==> config.mk <==
export PLATFORM = sky130hd
export DESIGN_NAME = reset_sequencer
export DESIGN_NICKNAME = d
export VERILOG_FILES = /design/src/rtl/rstseq_pkg.sv /design/src/rtl/rstseq_sync.sv /design/src/rtl/rstseq_ctrl.sv /design/src/rtl/rstseq_outs.sv /design/src/rtl/reset_sequencer.sv
export SDC_FILE = /design/constraint.sdc
export NUM_CORES = 1
export LEC_CHECK = 0
export BUFFER_PORTS_ARGS = -buffer_cell sky130_fd_sc_hd__buf_2
export CORE_AREA = 2 2 61 63
export DETAILED_ROUTE_END_ITERATION = 8
export DIE_AREA = 0 0 63 65
export PLACE_DENSITY = 0.61
export SETUP_SLACK_MARGIN = 0.1
export SLEW_MARGIN = 20
export SYNTH_ARGS = -nofsm -noshare
export SYNTH_HDL_FRONTEND = slang
export SYNTH_HIERARCHICAL = 1
export SYNTH_SLANG_ARGS = --single-unit
export TNS_END_PERCENT = 1
==> constraint.sdc <==
create_clock -name clk -period 2.7 [get_ports clk]
set_input_delay 0.405 -clock clk [delete_from_list [all_inputs] [get_ports clk]]
set_output_delay 0.405 -clock clk [all_outputs]
set_load 0.03 [all_outputs]
==> src/rtl/rstseq_pkg.sv <==
package rstseq_pkg;
  typedef enum logic [1:0] {
    ST_WAIT = 2'd0,  // supply up, not yet reset-qualified
    ST_LOW  = 2'd1,  // pin low, width being measured
    ST_HOLD = 2'd2,  // post-release hold
    ST_RUN  = 2'd3   // operational
  } seq_state_e;

  function automatic int unsigned max_u(input int unsigned a, input int unsigned b);
    return (a > b) ? a : b;
  endfunction
endpackage

==> src/rtl/rstseq_sync.sv <==
module rstseq_sync #(
  parameter int unsigned STAGES  = 2,
  parameter logic        RST_VAL = 1'b1
) (
  input  logic clk,
  input  logic clr,
  input  logic d_async,
  output logic q
);
  logic [STAGES-1:0] pipe;

  always_ff @(posedge clk) begin
    if (clr) pipe <= {STAGES{RST_VAL}};
    else     pipe <= {pipe[STAGES-2:0], d_async};
  end

  assign q = pipe[STAGES-1];
endmodule

==> src/rtl/rstseq_ctrl.sv <==
module rstseq_ctrl
  import rstseq_pkg::*;
#(
  parameter int unsigned POR_MIN_CYC  = 1000,
  parameter int unsigned WARM_MIN_CYC = 16,
  parameter int unsigned HOLD_CYC     = 256,
  localparam int unsigned CNT_W = $clog2(max_u(POR_MIN_CYC, HOLD_CYC) + 1)
) (
  input  logic clk,
  input  logic clr,
  input  logic pin_lvl,     // synchronised pin, 1 = released
  output logic in_reset,    // device not operational
  output logic rst_active,  // accepted reset window (clears apply)
  output logic is_por,      // current reset kind is power-on
  output logic accept       // cycle in which a reset becomes accepted
);
  localparam logic [CNT_W-1:0] POR_M     = CNT_W'(POR_MIN_CYC);
  localparam logic [CNT_W-1:0] WARM_M    = CNT_W'(WARM_MIN_CYC);
  localparam logic [CNT_W-1:0] HOLD_LAST = CNT_W'(HOLD_CYC - 1);
  localparam logic [CNT_W-1:0] ONE       = CNT_W'(1);

  seq_state_e       state;
  logic [CNT_W-1:0] cnt;
  logic             por_flag;
  logic             relock;   // pin fell again during hold
  logic [CNT_W-1:0] min_cur;
  logic             pin_low;
  logic             qual;

  assign pin_low = ~pin_lvl;
  assign min_cur = por_flag ? POR_M : WARM_M;
  assign qual    = (state == ST_LOW) && (cnt >= min_cur);

  always_ff @(posedge clk) begin
    if (clr) begin
      state    <= ST_WAIT;
      cnt      <= '0;
      por_flag <= 1'b1;
      relock   <= 1'b0;
    end else begin
      case (state)
        ST_WAIT, ST_RUN: begin
          if (pin_low) begin
            state <= ST_LOW;
            cnt   <= ONE;
          end
        end
        ST_LOW: begin
          if (!pin_low) begin
            relock <= 1'b0;
            cnt    <= '0;
            if (qual || relock) state <= ST_HOLD;
            else if (por_flag)  state <= ST_WAIT;
            else                state <= ST_RUN;
          end else if (cnt < min_cur) begin
            cnt <= cnt + 1'b1;
          end
        end
        ST_HOLD: begin
          if (pin_low) begin
            state  <= ST_LOW;
            cnt    <= ONE;
            relock <= 1'b1;
          end else if (cnt == HOLD_LAST) begin
            state    <= ST_RUN;
            cnt      <= '0;
            por_flag <= 1'b0;
          end else begin
            cnt <= cnt + 1'b1;
          end
        end
        default: state <= ST_WAIT;
      endcase
    end
  end

  always_comb begin
    accept = 1'b0;
    if (pin_low) begin
      if (state == ST_LOW) accept = (cnt == min_cur - 1'b1);
      else                 accept = (min_cur == ONE);
    end
  end

  assign rst_active = (state == ST_HOLD) || ((state == ST_LOW) && (qual || relock));
  assign in_reset   = (state == ST_WAIT) || rst_active || ((state == ST_LOW) && por_flag);
  assign is_por     = por_flag;
endmodule

==> src/rtl/rstseq_outs.sv <==
module rstseq_outs #(
  parameter int unsigned MAP_W       = 8,
  parameter logic [MAP_W-1:0] MAP_DEFAULT = 8'hA5,
  parameter int unsigned CODE_BIT    = 0,
  parameter int unsigned PERIPH_BIT  = 7
) (
  input  logic             clk,
  input  logic             clr,
  input  logic             in_reset,
  input  logic             rst_active,
  input  logic             is_por,
  input  logic             accept,
  input  logic             flash_busy,
  input  logic             wr_lockout,
  input  logic             pd_req,
  output logic             ready,
  output logic             clr_pm,
  output logic             clr_gen,
  output logic             clr_mcell,
  output logic             map_load,
  output logic [MAP_W-1:0] map_init,
  output logic             mcu_in_force,
  output logic             addr_tri,
  output logic             periph_tri,
  output logic             flash_abort,
  output logic             wr_inhibit
);
  localparam logic [MAP_W-1:0] FORCE_MASK =
    (MAP_W'(1) << CODE_BIT) | (MAP_W'(1) << PERIPH_BIT);
  localparam logic [MAP_W-1:0] MAP_RST = MAP_DEFAULT & ~FORCE_MASK;

  always_ff @(posedge clk) begin
    if (clr) begin
      ready        <= 1'b0;
      clr_pm       <= 1'b0;
      clr_gen      <= 1'b0;
      clr_mcell    <= 1'b0;
      map_load     <= 1'b0;
      mcu_in_force <= 1'b1;
      addr_tri     <= 1'b1;
      periph_tri   <= 1'b1;
      flash_abort  <= 1'b0;
      wr_inhibit   <= 1'b1;
    end else begin
      ready        <= ~in_reset;
      clr_gen      <= rst_active;
      map_load     <= rst_active;
      clr_pm       <= rst_active & is_por;
      clr_mcell    <= rst_active & is_por;
      mcu_in_force <= in_reset;
      addr_tri     <= in_reset | pd_req;
      periph_tri   <= in_reset | pd_req;
      flash_abort  <= accept & flash_busy;
      wr_inhibit   <= in_reset | wr_lockout;
    end
  end

  assign map_init = MAP_RST;
endmodule

==> src/rtl/reset_sequencer.sv <==
module reset_sequencer #(
  parameter int unsigned POR_MIN_CYC  = 1000,
  parameter int unsigned WARM_MIN_CYC = 16,
  parameter int unsigned HOLD_CYC     = 256,
  parameter int unsigned MAP_W        = 8,
  parameter logic [MAP_W-1:0] MAP_DEFAULT = 8'hA5,
  parameter int unsigned CODE_BIT     = 0,
  parameter int unsigned PERIPH_BIT   = 7
) (
  input  logic             clk,
  input  logic             supply_ok,
  input  logic             rst_pin_n,
  input  logic             wr_lockout,
  input  logic             pd_req,
  input  logic             flash_busy,
  output logic             ready,
  output logic             clr_pm,
  output logic             clr_gen,
  output logic             clr_mcell,
  output logic             map_load,
  output logic [MAP_W-1:0] map_init,
  output logic             mcu_in_force,
  output logic             addr_tri,
  output logic             periph_tri,
  output logic             flash_abort,
  output logic             wr_inhibit
);
  logic clr_s;
  logic pin_lvl;
  logic in_reset, rst_active, is_por, accept;

  assign clr_s = ~supply_ok;

  rstseq_sync #(.STAGES(2), .RST_VAL(1'b1)) u_sync (
    .clk     (clk),
    .clr     (clr_s),
    .d_async (rst_pin_n),
    .q       (pin_lvl)
  );

  rstseq_ctrl #(
    .POR_MIN_CYC  (POR_MIN_CYC),
    .WARM_MIN_CYC (WARM_MIN_CYC),
    .HOLD_CYC     (HOLD_CYC)
  ) u_ctrl (
    .clk        (clk),
    .clr        (clr_s),
    .pin_lvl    (pin_lvl),
    .in_reset   (in_reset),
    .rst_active (rst_active),
    .is_por     (is_por),
    .accept     (accept)
  );

  rstseq_outs #(
    .MAP_W       (MAP_W),
    .MAP_DEFAULT (MAP_DEFAULT),
    .CODE_BIT    (CODE_BIT),
    .PERIPH_BIT  (PERIPH_BIT)
  ) u_outs (
    .clk          (clk),
    .clr          (clr_s),
    .in_reset     (in_reset),
    .rst_active   (rst_active),
    .is_por       (is_por),
    .accept       (accept),
    .flash_busy   (flash_busy),
    .wr_lockout   (wr_lockout),
    .pd_req       (pd_req),
    .ready        (ready),
    .clr_pm       (clr_pm),
    .clr_gen      (clr_gen),
    .clr_mcell    (clr_mcell),
    .map_load     (map_load),
    .map_init     (map_init),
    .mcu_in_force (mcu_in_force),
    .addr_tri     (addr_tri),
    .periph_tri   (periph_tri),
    .flash_abort  (flash_abort),
    .wr_inhibit   (wr_inhibit)
  );
endmodule

**Word level (Yosys, flattened, before mapping)**

Cells that the tools add are included.

- Bits in registers: 23
- Bits of input ports: 6
- Output and inout port bits: 18

- $add $sub $neg: 2
- $lt $le $gt $ge: 2
- Equal/unequal tests: 11
- Muxes and demuxes: 19
- Bitwise operators: 5
- Reductions and logical operators: 14

Operator list:

| operator | number |
|---|---|
| $mux 10 | 6 |
| $pmux 10 s3 | 1 |
| $mux 2 | 6 |
| $add 10x1->10 const B | 1 |
| $eq 10x1->1 const B | 1 |
| $eq 10x10->1 | 1 |
| $eq 10x8->1 const B | 1 |
| $ge 10x10->1 | 1 |
| $lt 10x10->1 | 1 |
| $sub 10x1->10 const B | 1 |
| $reduce_and 3->1 | 3 |
| $ne 2x2->1 const B | 3 |
| $pmux 2 s3 | 1 |
| $eq 2x2->1 const B | 2 |
| $logic_or 1x1->1 | 4 |
| $mux 1 | 4 |
| $logic_and 1x1->1 | 3 |
| $ne 3x2->1 const B | 1 |
| $ne 3x3->1 const B | 1 |
| $and 1x1->1 | 2 |
| $eq 2x1->1 const B | 1 |
| $logic_not 2->1 | 1 |
| $or 1x1->1 | 2 |
| $pmux 1 s2 | 1 |
| 4 further kinds | 4 |

**Depth between registers and ports, before layout**

- Depth after elaboration: 9
- Gate-level depth with buffers: 8
- Depth with buffers taken out: 8

**By module**

The synthesis kept the hierarchy.

Modules (own cells, without submodules):

| module | instances | cells an instance | area an instance (um2) |
|---|---|---|---|
| rstseq_ctrl | 1 | 139 | 1,133.6 |
| rstseq_outs | 1 | 27 | 276.5 |
| rstseq_sync | 1 | 4 | 52.6 |
| reset_sequencer | 1 | 1 | 3.8 |

**Worst setup path after synthesis**

OpenSTA, ideal clock, no wires.

- Kind: register to register
- From: register u_ctrl.por_flag (netlist: u_ctrl/is_por)
- To: register u_outs.periph_tri
- Library setup time: 0.127 ns
- Arrival time: 2.340 ns
- Required time: 2.573 ns
- Setup slack: 0.232 ns
- Cell stages (with the launch flop): 9
- Period minus slack after synthesis: 2.468 ns
- Cells stage by stage: dfxtp_1 inv_1 ha_1 a21oi_2 and2_2 a21oi_2 or4_4 a211o_1 or3_1

- Longest elaborated chain between the ends: 9
- Elaborated cells between the ends (all ways): 10
- Classes of those cells: order compare (1); mux (1); bitwise (1); reduce/logical (7)

Ends and longest elaborated chain:

| item | RTL line | source |
|---|---|---|
| from (decl) | rstseq_ctrl.sv:24 | `logic por_flag;` |
| from (signal assigned) | rstseq_ctrl.sv:38 | `por_flag <= 1'b1;` |
| from (signal assigned) | rstseq_ctrl.sv:67 | `por_flag <= 1'b0;` |
| $mux 10 | rstseq_ctrl.sv:31 | `assign min_cur = por_flag ? POR_M : WARM_M;` |
| $ge 10x10->1 | rstseq_ctrl.sv:32 | `assign qual = (state == ST_LOW) && (cnt >= min_cur);` |
| $logic_and 1x1->1 | rstseq_ctrl.sv:32 |  |
| $logic_or 1x1->1 | rstseq_ctrl.sv:85 | `assign rst_active = (state == ST_HOLD) \|\| ((state == ST_LOW) && (qual \|\| relock));` |
| $logic_and 1x1->1 | rstseq_ctrl.sv:85 |  |
| $logic_or 1x1->1 | rstseq_ctrl.sv:85 |  |
| $logic_or 1x1->1 | rstseq_ctrl.sv:86 | `assign in_reset = (state == ST_WAIT) \|\| rst_active \|\| ((state == ST_LOW) && por_flag);` |
| $logic_or 1x1->1 * | rstseq_ctrl.sv:86 |  |
| net in_reset | reset_sequencer.sv:30 | `logic in_reset, rst_active, is_por, accept;` |
| $or 1x1->1 * | rstseq_outs.sv:52 | `periph_tri <= in_reset \| pd_req;` |
| to (signal assigned) | rstseq_outs.sv:52 |  |
| to (decl) | rstseq_outs.sv:24 | `output logic periph_tri,` |

Mark *: on every way through the listed nets, which the timed path passes. The rest lies on a longest branch.
A chain may end at the register's enable or synchronous reset.

**Final worst setup path**

Same ends and word-level chain as after synthesis.

==> summary.txt <==
Status
  – Status: completed

Timing
  – RSZ-0062 raised after global routing: false
  – Slew Limit Fails: 0
  – Setup TNS after final layout: 0 ps
  – Final worst-path cycle share: 91.1%
  – F_max: 406 MHz
  – Post-layout min period: 2460 ps
  – Final Hold Fails: 0
  – Worst slew pin tran: 663 ps
  – Slew Limit Headroom: 55.7%
  – Clock skew: 3.38 ps
  – Final setup vio count: 0

Place
  – RePlAce Congestion: 0.844
  – Port bufs: 15
  – Cells after DPL: 228
  – DP Wirelength: 2440 microns

Synth
  – Top post-synthesis cells by count: dfxtp_1, a21oi_1, ha_1, buf_4
  – Post-synth EDFFs: 0
  – Leading area contributor after synthesis: dfxtp_1
  – Mapped Avg Cell Area: 8.58 sq um
  – YS warnings: 6
  – Ys async rst share: 0%
  – Predominant post-synthesis flop cell: dfxtp_1
  – Cell with the most instances after synthesis: dfxtp_1
  – Post-synthesis sequential area ratio: 31.4%
  – Cells after Synth: 171
  – Top cell type's share of synthesized area: 31.4%
  – #FFs+latches synth: 23
  – Synth top area cells: dfxtp_1, ha_1, buf_4
  – Netlist cell types: 50
  – Mapped Area: 1470 sq um

Worst setup path
  – Crit path DAT: 2670 ps
  – Worst Setup End Kind: flop
  – Cell mode on critical path: a21oi_2
  – Setup CP Type: reg2reg
  – Worst endpoint required time: 2910 ps
  – Worst path cell trace: inv_1, ha_4, a21oi_2, and2_2, a21oi_2, or4_4, a211o_1, or3_1
  – Setup crit start kind: flop
  – Maximum fanout along the worst path: 6
  – CP max stage delay: 490 ps
  – Slowest CP cell: or4_4

CTS
  – Htree depth: 1
  – Deepest clock path buffer count: 2
  – Clk_lat worst skew: 310 ps
  – Root buf cell: clkbuf_4
  – CTS tree: yes
  – CTS buffer count: 3
  – Postcts setup bufs: 0
  – Sink Count: 23
  – Worst-path clk slew: 130 ps

Layout
  – Ant diodes: 0
  – Fraction of layout cells with a size suffix above 1: 18.5%
  – Synth-to-Final Area Change: 7.25%
  – Layout Cells excl Fill: 232
  – Layout net count: 203

Detailed routing
  – Met3 WL: 99 microns
  – Vias per inst: 5.46
  – Initial DRC count: 80
  – Final ANT Viol Nets: 0
  – Uppermost routed layer: met4
  – Met1 wire length: 1500 microns
  – Drt total wl: 3210 microns
  – Met2 wire len: 1590 microns
  – Routed vias: 1267
  – DRC: 0
  – First-pass DRT Iterations: 4
  – DR WL/cell: 13.8 microns

GRT
  – Largest net degree at the start of global routing: 26
  – Tot GR Track Use: 16.8%
  – Gr ovfl total: 0
  – Vias in the first global route: 1221
  – Initial antenna violation count: 0
  – First-pass GRT wire length: 5530 microns

Floorplan
  – Initial core utilization: 41.9%
  – Die ar.: 4100 sq um
  – Site Rows: 22
  – IO Pins: 24
  – Die boundary height: 65 microns
  – CORE AREA: 3500 sq um
  – Width of the die: 63 microns

Power
  – Lkg Pwr: 0.599 nW
  – Worst VDD drop: 0.295 mV
  – Power Density: 421 nW/um^2
  – Tot Pwr: 0.662 mW

Hold path
  – Worst hold path type: in2reg

Run
  – Max-cap violations: 0
==> logic make-up (layout without fill, tap and decap cells) <==
| family | Yosys count | count (layout) | share of synthesized area, % |
|---|---|---|---|
| flip-flops | 23 | 23 | 31.4 |
| adder cells (fa/ha/maj) | 12 | 12 | 10.2 |
| multiplexers | 1 | 1 | 0.683 |
| other | 2 | 8 | 0.512 |
| buffers and inverters | 25 | 32 | 10.2 |
| AO/OA/AOI/OAI | 41 | 41 | 20.1 |
| AND/OR/NAND/NOR | 67 | 67 | 26.8 |
==> layout by cell type (no fill, tap or decap), types with 2 or more instances in the layout <==
cell type | synthesis | routed
o32ai_1 | 2 | 2
and3b_1 | 2 | 2
nand3_1 | 8 | 8
inv_1 | 10 | 10
o21ai_0 | 3 | 2
conb_1 | 2 | 8
nor4_1 | 2 | 2
a221oi_1 | 2 | 2
nor2b_1 | 2 | 2
nand4b_1 | 3 | 3
a21oi_2 | 2 | 2
ha_1 | 12 | 11
or2_1 | 5 | 5
nand2_1 | 9 | 9
nor3_1 | 4 | 4
or3_1 | 4 | 4
o21ai_1 | 5 | 6
a211o_1 | 2 | 2
a21oi_1 | 13 | 13
o31ai_1 | 2 | 2
clkbuf_4 | 0 | 3
dfxtp_1 | 23 | 23
nand3b_1 | 2 | 2
buf_4 | 11 | 3
nand4_1 | 4 | 4
buf_2 | 0 | 15
nor2_1 | 10 | 10
==> sequential cells by signal (all words and copies together), names as in the netlist <==
| register | count |
|---|---|
| u_ctrl/state | 2 |
| u_ctrl/relock | 1 |
| u_outs/mcu_in_force | 1 |
| u_outs/map_load | 1 |
| u_outs/flash_abort | 1 |
| u_sync/pipe | 2 |
| u_outs/clr_mcell | 1 |
| u_ctrl/cnt | 10 |
| u_outs/wr_inhibit | 1 |
| u_outs/periph_tri | 1 |
| u_outs/ready | 1 |
| u_ctrl/is_por | 1 |
==> per-stage QoR <==
step           hold slack [ps]  setup slack (ps)  util (%)  area [sq um]
6_report                   265               240      45.0          1570
3_3_place_gp               385               268      43.9          1530
5_1_grt                    245               134      45.0          1570
2_1_floorplan              383               232         -          1490
4_1_cts                    253               182      44.6          1560
3_5_place_dp               395               190      43.9          1530
==> where the power goes <==
| part | total [mW] | internal (mW) | switching, mW |
|---|---|---|---|
| Sequential | 0.360 | 0.352 | 0.00838 |
| Combinational | 0.140 | 0.0455 | 0.0946 |
| Clock | 0.161 | 0.0577 | 0.103 |
==> layer usage <==
| metal | up-vias | GRT usage [%] |
|---|---|---|
| met3 | 2 | 4.17 |
| met1 | 614 | 21.2 |
| met2 | 24 | 28.7 |
| met4 | 0 | 4.17 |
| met5 | - | 0 |
| li1 | 627 | - |
==> path summary, 6_finish.rpt <==
kind             startpoint           endpoint  slack, ps  cells after the start
max           u_ctrl/is_por  u_outs/periph_tri        240                      8
min               rst_pin_n     u_sync/pipe[0]        270                      2
max reg2reg   u_ctrl/is_por  u_outs/periph_tri        240                      8
min reg2reg  u_sync/pipe[0]     u_sync/pipe[1]        420                      1
==> cell type report <==
| class | count | area (sq um) |
|---|---|---|
| Fill cell | 365 | 1920 |
| Multi-Input combinational cell | 129 | 891 |
| Sequential cell | 23 | 460 |
| Timing Repair Buffer | 18 | 97.6 |
| Tap cell | 48 | 60.1 |
| Inverter | 10 | 37.5 |
| Clock buffer | 4 | 26.3 |
==> worst max-delay path: cells and delay by family (launching register included) <==
family	cells	cell delay [ps]
AO/OA/AOI/OAI	3	540
adder cells (fa/ha/maj)	1	260
AND/OR/NAND/NOR	3	1030
flip-flops	1	330
buffers and inverters	1	200
==> what timing repair did <==
action | 4_1_cts | 5_1_grt
setup endpoints to repair | 0 | 2
resized for setup | 0 | 2
hold buffers | 0 | 0
Note: power is estimated with default switching activity, not from simulation.
